--- config.mk ---
export PLATFORM = sky130hd
export DESIGN_NAME = tmr_pair
export DESIGN_NICKNAME = d
export VERILOG_FILES = /design/src/rtl/tmr_pkg.sv /design/src/rtl/tmr_step_gen.sv /design/src/rtl/tmr_flags.sv /design/src/rtl/tmr_core.sv /design/src/rtl/tmr_pair.sv
export SDC_FILE = /design/constraint.sdc
export NUM_CORES = 1
export LEC_CHECK = 0
export BUFFER_PORTS_ARGS = -buffer_cell sky130_fd_sc_hd__buf_2
export CAP_MARGIN = 40
export CELL_PAD_IN_SITES_DETAIL_PLACEMENT = 1
export CELL_PAD_IN_SITES_GLOBAL_PLACEMENT = 1
export CORE_MARGIN = 5
export CORE_UTILIZATION = 35
export DETAILED_ROUTE_END_ITERATION = 8
export PLACE_DENSITY = 0.64
export SYNTH_ARGS = -nofsm -noshare
export SYNTH_HDL_FRONTEND = slang
export SYNTH_HIERARCHICAL = 1
export SYNTH_SLANG_ARGS = --single-unit
--- constraint.sdc ---
create_clock -name clk -period 2 [get_ports clk]
set_input_delay 0.2 -clock clk [delete_from_list [all_inputs] [get_ports clk]]
set_output_delay 0.2 -clock clk [all_outputs]
set_load 0.02 [all_outputs]
--- src/rtl/tmr_pkg.sv ---
package tmr_pkg;
  typedef enum logic [1:0] {
    TM_PRESCALE13 = 2'd0,
    TM_WIDE16     = 2'd1,
    TM_RELOAD8    = 2'd2,
    TM_SPLIT      = 2'd3
  } tmr_mode_e;
endpackage

--- src/rtl/tmr_step_gen.sv ---
// Per-counter step enables from run, gate and source select.
module tmr_step_gen #(
  parameter int N = 2
) (
  input  logic         tick,
  input  logic [N-1:0] ext_pulse,
  input  logic [N-1:0] run,
  input  logic [N-1:0] gate_en,
  input  logic [N-1:0] gate_in,
  input  logic [N-1:0] ext_sel,
  output logic [N-1:0] step_en
);
  for (genvar i = 0; i < N; i++) begin : g_en
    logic src;
    logic allow;
    assign src        = ext_sel[i] ? ext_pulse[i] : tick;
    assign allow      = run[i] & (~gate_en[i] | gate_in[i]);
    assign step_en[i] = src & allow;
  end
endmodule

--- src/rtl/tmr_flags.sv ---
// Sticky overflow flags; a set wins over a simultaneous clear.
module tmr_flags #(
  parameter int N = 2
) (
  input  logic         clk,
  input  logic         rst_n,
  input  logic [N-1:0] set,
  input  logic [N-1:0] clr,
  output logic [N-1:0] flag_q
);
  for (genvar i = 0; i < N; i++) begin : g_flag
    always_ff @(posedge clk) begin
      if (!rst_n)      flag_q[i] <= 1'b0;
      else if (set[i]) flag_q[i] <= 1'b1;
      else if (clr[i]) flag_q[i] <= 1'b0;
    end
  end
endmodule

--- src/rtl/tmr_core.sv ---
// One counter: two bytes, mode-dependent step, optional split high byte.
module tmr_core
  import tmr_pkg::*;
#(
  parameter int BYTE_W    = 8,
  parameter int PRE_W     = 5,
  parameter bit HAS_SPLIT = 1'b1
) (
  input  logic              clk,
  input  logic              rst_n,
  input  logic              step_en,
  input  logic              hi_step_en,
  input  tmr_mode_e         mode,
  input  logic              wr_lo,
  input  logic              wr_hi,
  input  logic [BYTE_W-1:0] wr_data,
  output logic [BYTE_W-1:0] lo_q,
  output logic [BYTE_W-1:0] hi_q,
  output logic              ovf_pulse,
  output logic              hi_wrap
);
  localparam int WIDE_W = 2 * BYTE_W;

  logic [BYTE_W:0] lo_sum, hi_sum;
  logic [WIDE_W:0] wide_sum;
  logic [PRE_W:0]  pre_sum;
  logic [BYTE_W-1:0] lo_d, hi_d;

  assign lo_sum   = {1'b0, lo_q} + (BYTE_W+1)'(1);
  assign hi_sum   = {1'b0, hi_q} + (BYTE_W+1)'(1);
  assign wide_sum = {1'b0, hi_q, lo_q} + (WIDE_W+1)'(1);
  assign pre_sum  = {1'b0, lo_q[PRE_W-1:0]} + (PRE_W+1)'(1);

  always_comb begin
    lo_d      = lo_q;
    hi_d      = hi_q;
    ovf_pulse = 1'b0;
    hi_wrap   = 1'b0;
    if (step_en) begin
      unique case (mode)
        TM_PRESCALE13: begin
          lo_d[PRE_W-1:0] = pre_sum[PRE_W-1:0];
          if (pre_sum[PRE_W]) begin
            hi_d      = hi_sum[BYTE_W-1:0];
            ovf_pulse = hi_sum[BYTE_W];
          end
        end
        TM_WIDE16: begin
          {hi_d, lo_d} = wide_sum[WIDE_W-1:0];
          ovf_pulse    = wide_sum[WIDE_W];
        end
        TM_RELOAD8: begin
          ovf_pulse = lo_sum[BYTE_W];
          lo_d      = lo_sum[BYTE_W] ? hi_q : lo_sum[BYTE_W-1:0];
        end
        TM_SPLIT: begin
          if (HAS_SPLIT) begin
            lo_d      = lo_sum[BYTE_W-1:0];
            ovf_pulse = lo_sum[BYTE_W];
          end
        end
        default: ;
      endcase
    end
    if (HAS_SPLIT && mode == TM_SPLIT && hi_step_en) begin
      hi_d    = hi_sum[BYTE_W-1:0];
      hi_wrap = hi_sum[BYTE_W];
    end
    if (wr_lo) lo_d = wr_data;
    if (wr_hi) hi_d = wr_data;
  end

  always_ff @(posedge clk) begin
    if (!rst_n) begin
      lo_q <= '0;
      hi_q <= '0;
    end else begin
      lo_q <= lo_d;
      hi_q <= hi_d;
    end
  end
endmodule

--- src/rtl/tmr_pair.sv ---
module tmr_pair
  import tmr_pkg::*;
#(
  parameter int BYTE_W = 8,
  parameter int PRE_W  = 5
) (
  input  logic              clk,
  input  logic              rst_n,
  input  logic              wr_en,
  input  logic [1:0]        wr_addr,
  input  logic [BYTE_W-1:0] wr_data,
  input  logic [1:0]        rd_addr,
  output logic [BYTE_W-1:0] rd_data,
  input  logic [1:0]        t0_mode,
  input  logic [1:0]        t1_mode,
  input  logic [1:0]        run,
  input  logic [1:0]        gate_en,
  input  logic [1:0]        gate_in,
  input  logic [1:0]        ext_sel,
  input  logic              tick,
  input  logic [1:0]        ext_pulse,
  input  logic [1:0]        ovf_clr,
  output logic [1:0]        ovf
);
  localparam int NT = 2;

  logic [NT-1:0]             step_en;
  logic [NT-1:0]             hi_step;
  logic [NT-1:0]             ovf_pulse;
  logic [NT-1:0]             hi_wrap;
  logic [NT-1:0]             flag_set;
  logic [NT-1:0][BYTE_W-1:0] lo_q;
  logic [NT-1:0][BYTE_W-1:0] hi_q;
  tmr_mode_e                 mode [NT];
  logic                      t0_split;

  assign mode[0]  = tmr_mode_e'(t0_mode);
  assign mode[1]  = tmr_mode_e'(t1_mode);
  assign t0_split = (mode[0] == TM_SPLIT);

  // Borrowed high byte of counter 0 runs on counter 1's run bit only.
  assign hi_step[0] = tick & run[1];
  assign hi_step[1] = 1'b0;

  tmr_step_gen #(.N(NT)) u_steps (
    .tick      (tick),
    .ext_pulse (ext_pulse),
    .run       (run),
    .gate_en   (gate_en),
    .gate_in   (gate_in),
    .ext_sel   (ext_sel),
    .step_en   (step_en)
  );

  for (genvar i = 0; i < NT; i++) begin : g_tmr
    tmr_core #(
      .BYTE_W    (BYTE_W),
      .PRE_W     (PRE_W),
      .HAS_SPLIT (i == 0)
    ) u_core (
      .clk        (clk),
      .rst_n      (rst_n),
      .step_en    (step_en[i]),
      .hi_step_en (hi_step[i]),
      .mode       (mode[i]),
      .wr_lo      (wr_en && wr_addr == 2'(2*i)),
      .wr_hi      (wr_en && wr_addr == 2'(2*i+1)),
      .wr_data    (wr_data),
      .lo_q       (lo_q[i]),
      .hi_q       (hi_q[i]),
      .ovf_pulse  (ovf_pulse[i]),
      .hi_wrap    (hi_wrap[i])
    );
  end

  assign flag_set[0] = ovf_pulse[0];
  assign flag_set[1] = t0_split ? hi_wrap[0] : (ovf_pulse[1] | hi_wrap[1]);

  tmr_flags #(.N(NT)) u_flags (
    .clk    (clk),
    .rst_n  (rst_n),
    .set    (flag_set),
    .clr    (ovf_clr),
    .flag_q (ovf)
  );

  always_comb begin
    unique case (rd_addr)
      2'd0:    rd_data = lo_q[0];
      2'd1:    rd_data = hi_q[0];
      2'd2:    rd_data = lo_q[1];
      default: rd_data = hi_q[1];
    endcase
  end
endmodule

Yosys cells after proc, flatten, opt, wreduce, memory -nomap -nowiden. Index checks and enable logic that the tools add are counted.

$add $sub $neg: 8. Equal/unequal tests: 12. Mux-type cells: 34. Bitwise gates (word level): 9. Reduce and logical (&&, ||, !) cells: 26.

Operators with widths (number): two-way mux 8 bit (13); adder 8 x 1 -> 9 bit, second input constant (4); adder 16 x 1 -> 17 bit, second input constant (2); one-hot mux 8 bit (2 select lines) (2); one-hot mux 8 bit (3 select lines) (1); one-hot mux 5 bit (4 select lines) (1); one-hot mux 5 bit (3 select lines) (1); adder 5 x 1 -> 6 bit, second input constant (2); == test 2 bit, second input constant (6); two-way mux 1 bit (12); nonzero test 4 bit (3); nonzero test 2 bit (5); one-hot mux 3 bit (3 select lines) (1); nonzero test 3 bit (3); == test 2 x 1 -> 1 bit, second input constant (4); logical NOT 2 bit (4); one-hot mux 1 bit (3 select lines) (2); one-hot mux 3 bit (2 select lines) (1); AND reduction 2 bit (3); AND reduction 3 bit (2); bitwise AND 1 bit (5); logical AND 1 bit (5); != test 4 x 1 -> 1 bit, second input constant (1); != test 3 x 1 -> 1 bit, second input constant (1); 3 further kinds (5).

Register bits after elaboration: 34. Output and inout port bits: 10.

Logic depth before layout (Yosys ltp).
Depth after elaboration: 7. Depth in mapped cells: 9. Gate-level depth less buffers: 9.

Hierarchy. Netlist, hierarchy kept.

By module, submodules not included: tmr_core (g_tmr[1].u_core) (instances 1, cells each 172, area each 1331.3 sq um, sequential area each 320.3 sq um); tmr_core (g_tmr[0].u_core) (instances 1, cells each 161, area each 1234.9 sq um, sequential area each 320.3 sq um); tmr_pair (instances 1, cells each 20, area each 254.0 sq um, sequential area each 0.0 sq um); tmr_flags (instances 1, cells each 6, area each 82.6 sq um, sequential area each 40.0 sq um); tmr_step_gen (instances 1, cells each 6, area each 47.5 sq um, sequential area each 0.0 sq um).

Least setup slack after synthesis. Ideal clock, no wire load.

Path type: register to register. Start: reg g_tmr[0].u_core.lo_q[1]. End: reg g_tmr[0].u_core.lo_q[3]. Setup time: 0.126 ns. Arrival: 1.677 ns. Data required time: 1.874 ns. Setup slack: 0.197 ns. Cell stages (with the launch flop): 7. Path buffers: 0. Clock period less this slack: 1.803 ns. Cells stage by stage: dfxtp_1 ha_1 and4_1 nand2_1 a2111o_1 a221oi_2 o22ai_1.

Cells in the longest elaborated chain, start to end: 5. Elaborated cells on any way between the ends: 7. Classes of those cells: add/sub (3); mux (4).

RTL lines: start: declaration (line tmr_core.sv:17) `output logic [BYTE_W-1:0] lo_q,`; start signal: assignment (line tmr_core.sv:78) `lo_q <= lo_d;`; adder 8 x 1 -> 9 bit (line tmr_core.sv:29) `assign lo_sum = {1'b0, lo_q} + (BYTE_W+1)'(1);`; two-way mux 8 bit (line tmr_core.sv:54) `lo_d = lo_sum[BYTE_W] ? hi_q : lo_sum[BYTE_W-1:0];`; one-hot mux 5 bit (4 select lines) * (line tmr_core.sv:40) `unique case (mode)`; two-way mux 8 bit * (line tmr_core.sv:39) `if (step_en) begin`; two-way mux 8 bit * (line tmr_core.sv:69) `if (wr_lo) lo_d = wr_data;`.

Mark *: on every way between the ends. The rest lies on a longest branch, timed or not. The select of a mux whose other input is x is not followed. A chain may end at the register's enable or synchronous reset.

Final worst setup path.
Start: reg g_tmr[0].u_core.lo_q[4]. End: reg g_tmr[0].u_core.lo_q[3].

Cells in the longest elaborated chain, start to end: 5.

RTL lines (line): adder 8 x 1 -> 9 bit (tmr_core.sv:29); two-way mux 8 bit (tmr_core.sv:54); one-hot mux 5 bit (4 select lines) (tmr_core.sv:40); two-way mux 8 bit (tmr_core.sv:39); two-way mux 8 bit (tmr_core.sv:69).

Every way passes these cells. The select of a mux whose other input is x is not followed.

==> summary.md <==
The run finished with clean final reports. The run gives 10900 microns as the wire length reported by the detailed router. TritonCTS built the clock tree.

No sink is reached through more buffers than the 2 on the longest clock path. Critical path required time: 2.19 ns. In this run the remaining antenna-violating nets after routing total 0.

The worst setup path is launched from a flop. The die is 102 microns wide. A synthesized cell averages 8.09 sq um.

Summed over all failing endpoints, the final setup total negative slack is 0 ns. The die is 102 microns tall. The multi-input gate area in the final layout is 0.00212 sq mm.

The tools report the end of the critical path as g_tmr[0].u_core/lo_q[3]$_SDFFE_PN0P_. The initial utilization of the core area, before any placement, comes to 35.9%. Once the clock tree was built, the resizer swapped 0 gates to a different size. At the later pin of the worst-skew pair, clock insertion delay measures 0.30 ns. The hold violation count in the final report came out at 0. Routability congestion estimate from global placement: 0.888. The worst hold path belongs to the class in2reg.

The worst reg2reg path startpoint was g_tmr[0].u_core/lo_q[4]$_SDFFE_PN0P_. The worst reg-to-reg path cell count is 5, and the final critical delay including setup and external delays is 1.88 ns. The first TritonRoute pass finished after 4 iterations.

Cells with a size suffix above 1 make up 26.8% of the layout. Timing would allow up to 533 MHz. The tools report the power after layout as 1.81 mW. The logs give 1.47 nW for the leakage power summed over all cells and 2 for the maximum level of the CTS H-tree.

The repair_antennas step left the layout with diodes totalling 0. The via count is 3181. The die area was 0.0104 sq mm; the cts-stage hold buffer count was 0. Entering global routing, the biggest net connects 18 pins.

The tools report the worst flop-to-flop path endpoint as g_tmr[0].u_core/lo_q[3]$_SDFFE_PN0P_. Detailed placement finished with a half-perimeter wire length of 8650 microns. The tools report the number of warnings reported in the yosys synthesis log as 6. The synthesis-to-finish area growth was 21.9%. CTS placed an instance of clkbuf_8 at the clock tree root.

For the worst hold slack across all endpoints, the log shows 0.213 ns. After the first detailed-routing iteration, the DRC count stood at 98. The tools report the clock net sink count as 34. Global routing consumed, over all layers together, 22.0% of the routing resources. The number of cells on the worst hold path works out to 3. The start-to-end type of the worst setup path was reg2reg.

The initial antenna violation count was 0; the per-cell routed wire length was 20.2 microns. Counting every instance in the synthesized netlist gives 364. Setup repair after global routing left no endpoint under its margin. In the routed design, unresolved DRC markers number 0. The delay of the slowest cell on the worst path was 0.52 ns; the I/O pin total was 42. The critical path goes through and4_1 -> nand2_1 -> a2111o_1 -> a221oi_2 -> o22ai_1. In this run the worst setup path begins at g_tmr[0].u_core/lo_q[4]$_SDFFE_PN0P_. After layout, the worst path uses 93.9% of the clock period. In the routed layout, each cell is associated on average with a via count of 5.88. The first global-routing pass estimated 17500 microns of wire.

The tools report the post-route cell area as 0.00359 sq mm. Across the run, the number of max-cap violations was 0. On the final layout, the worst clock skew is 0.0111 ns.

The buffers inserted during post-CTS setup optimization was 0. The worst-case IR drop observed on VDD is 0.276 mV. In this design, the largest share of critical-path delay is due to compound AO/OA/AOI/OAI gates.

STA classifies the critical path endpoint as a flop. The number of global-route vias before repair is 3320, and the final setup violation count is 0. Fill cells in the final layout number 1037. For flop-to-flop paths, the worst setup slack is 0.12 ns. The count of standard-cell rows was 33.

Dividing total power by cell area gives a power density of 503 mW/mm^2. The highest net fanout along the worst path is 6. The region available for standard cell placement spans 0.00822 sq mm. The cell area after placement came out at 0.00350 sq mm. For the sequential cell area, the log shows 681 sq um.

For the total global routing overflow, the log shows 0. Counting both buffers and inverters, the worst setup path holds a total of 0. The net count of the finished layout is 480. The tools report the number of max-slew violations in the final report as 0. Among all stages on the critical path, the largest delay is contributed by dfxtp_1. Summing every instance area after synthesis gives 0.00295 sq mm. The count of buffers added on input and output ports is 41. Counting the buffers created by CTS gives 5. The critical path runs through a total of 5 cells. The CTS clock-pin slew for the worst setup and hold paths works out to 0.08 ns.

The post-synthesis net count is 409, and the critical path arrival is 2.06 ns.
-- sequential cells by signal (all words and copies together) (netlist names) --
| register | count |
|---|---|
| g_tmr.u_core/hi_q | 16 |
| u_flags/flag_q | 2 |
| g_tmr.u_core/lo_q | 16 |
-- stage by stage --
stage / utilization, % / setup WS, ns / std cells
global placement: 42.6 / 0.0764 / 533
floorplan: - / 0.197 / 364
finish: 43.7 / 0.123 / 541
CTS: 43.7 / 0.144 / 541
global route: 43.7 / 0.0185 / 541
detailed placement: 42.6 / 0.0253 / 533
-- area by class of cell --
class                           count  share of cell area, %
Multi-Input combinational cell    297                   59.0
Sequential cell                    34                   18.9
Timing Repair Buffer               81                   14.1
Tap cell                          105                   3.66
Clock buffer                        6                   2.30
Inverter                           16                   1.67
Clock inverter                      2                  0.348
-- tightest hold or removal path: cells and delay by family --
family | cells | cell delay [ns]
AOI/OAI and AO/OA | 1 | 0.06
buffers and inverters | 1 | 0.14
and+or+nand+nor | 1 | 0.07
-- where the power goes --
group | total (mW) | internal (mW) | switching (mW)
registers | 0.765 | 0.717 | 0.0480
logic | 0.473 | 0.202 | 0.271
clock network | 0.570 | 0.277 | 0.292
-- how the worst min path moves through the flow --
stage / from / to
after CTS: wr_data[7] / g_tmr[0].u_core/lo_q[7]$_SDFFE_PN0P_
after detailed placement: wr_data[7] / g_tmr[0].u_core/lo_q[7]$_SDFFE_PN0P_
after floorplan: rst_n / u_flags/flag_q[0]$_SDFFE_PN0P_
final: wr_data[7] / g_tmr[0].u_core/lo_q[7]$_SDFFE_PN0P_
after global placement: wr_data[7] / g_tmr[0].u_core/lo_q[7]$_SDFFE_PN0P_
after global routing: ovf_clr[0] / u_flags/flag_q[0]$_SDFFE_PN0P_
-- per-layer routing --
metal | track usage [%] | up-vias | share of wire [%]
met5 | 0 | - | 0
met4 | 7.26 | 0 | 2.2
met3 | 2.41 | 18 | 3.3
met2 | 39.8 | 57 | 50
met1 | 26.9 | 1567 | 44
li1 | - | 1539 | -
-- layout by cell type (no fill, tap or decap), types with 4 or more instances in the layout --
cell type and count:
a211oi_1 6, a21boi_0 4, a21o_1 5, a21oi_1 15, a31oi_1 11, and2_1 4, and3_1 13, buf_2 41
buf_4 40, clkbuf_8 6, dfxtp_1 34, ha_1 13, inv_1 15, mux4_2 8, nand2_1 37, nand2b_1 7
nand3_1 20, nand3_2 4, nand4_1 10, nor2_1 13, o21a_1 4, o21ai_0 32, or3_1 5, xnor2_1 4
xor2_1 6
(Power assumes the default switching activity.)
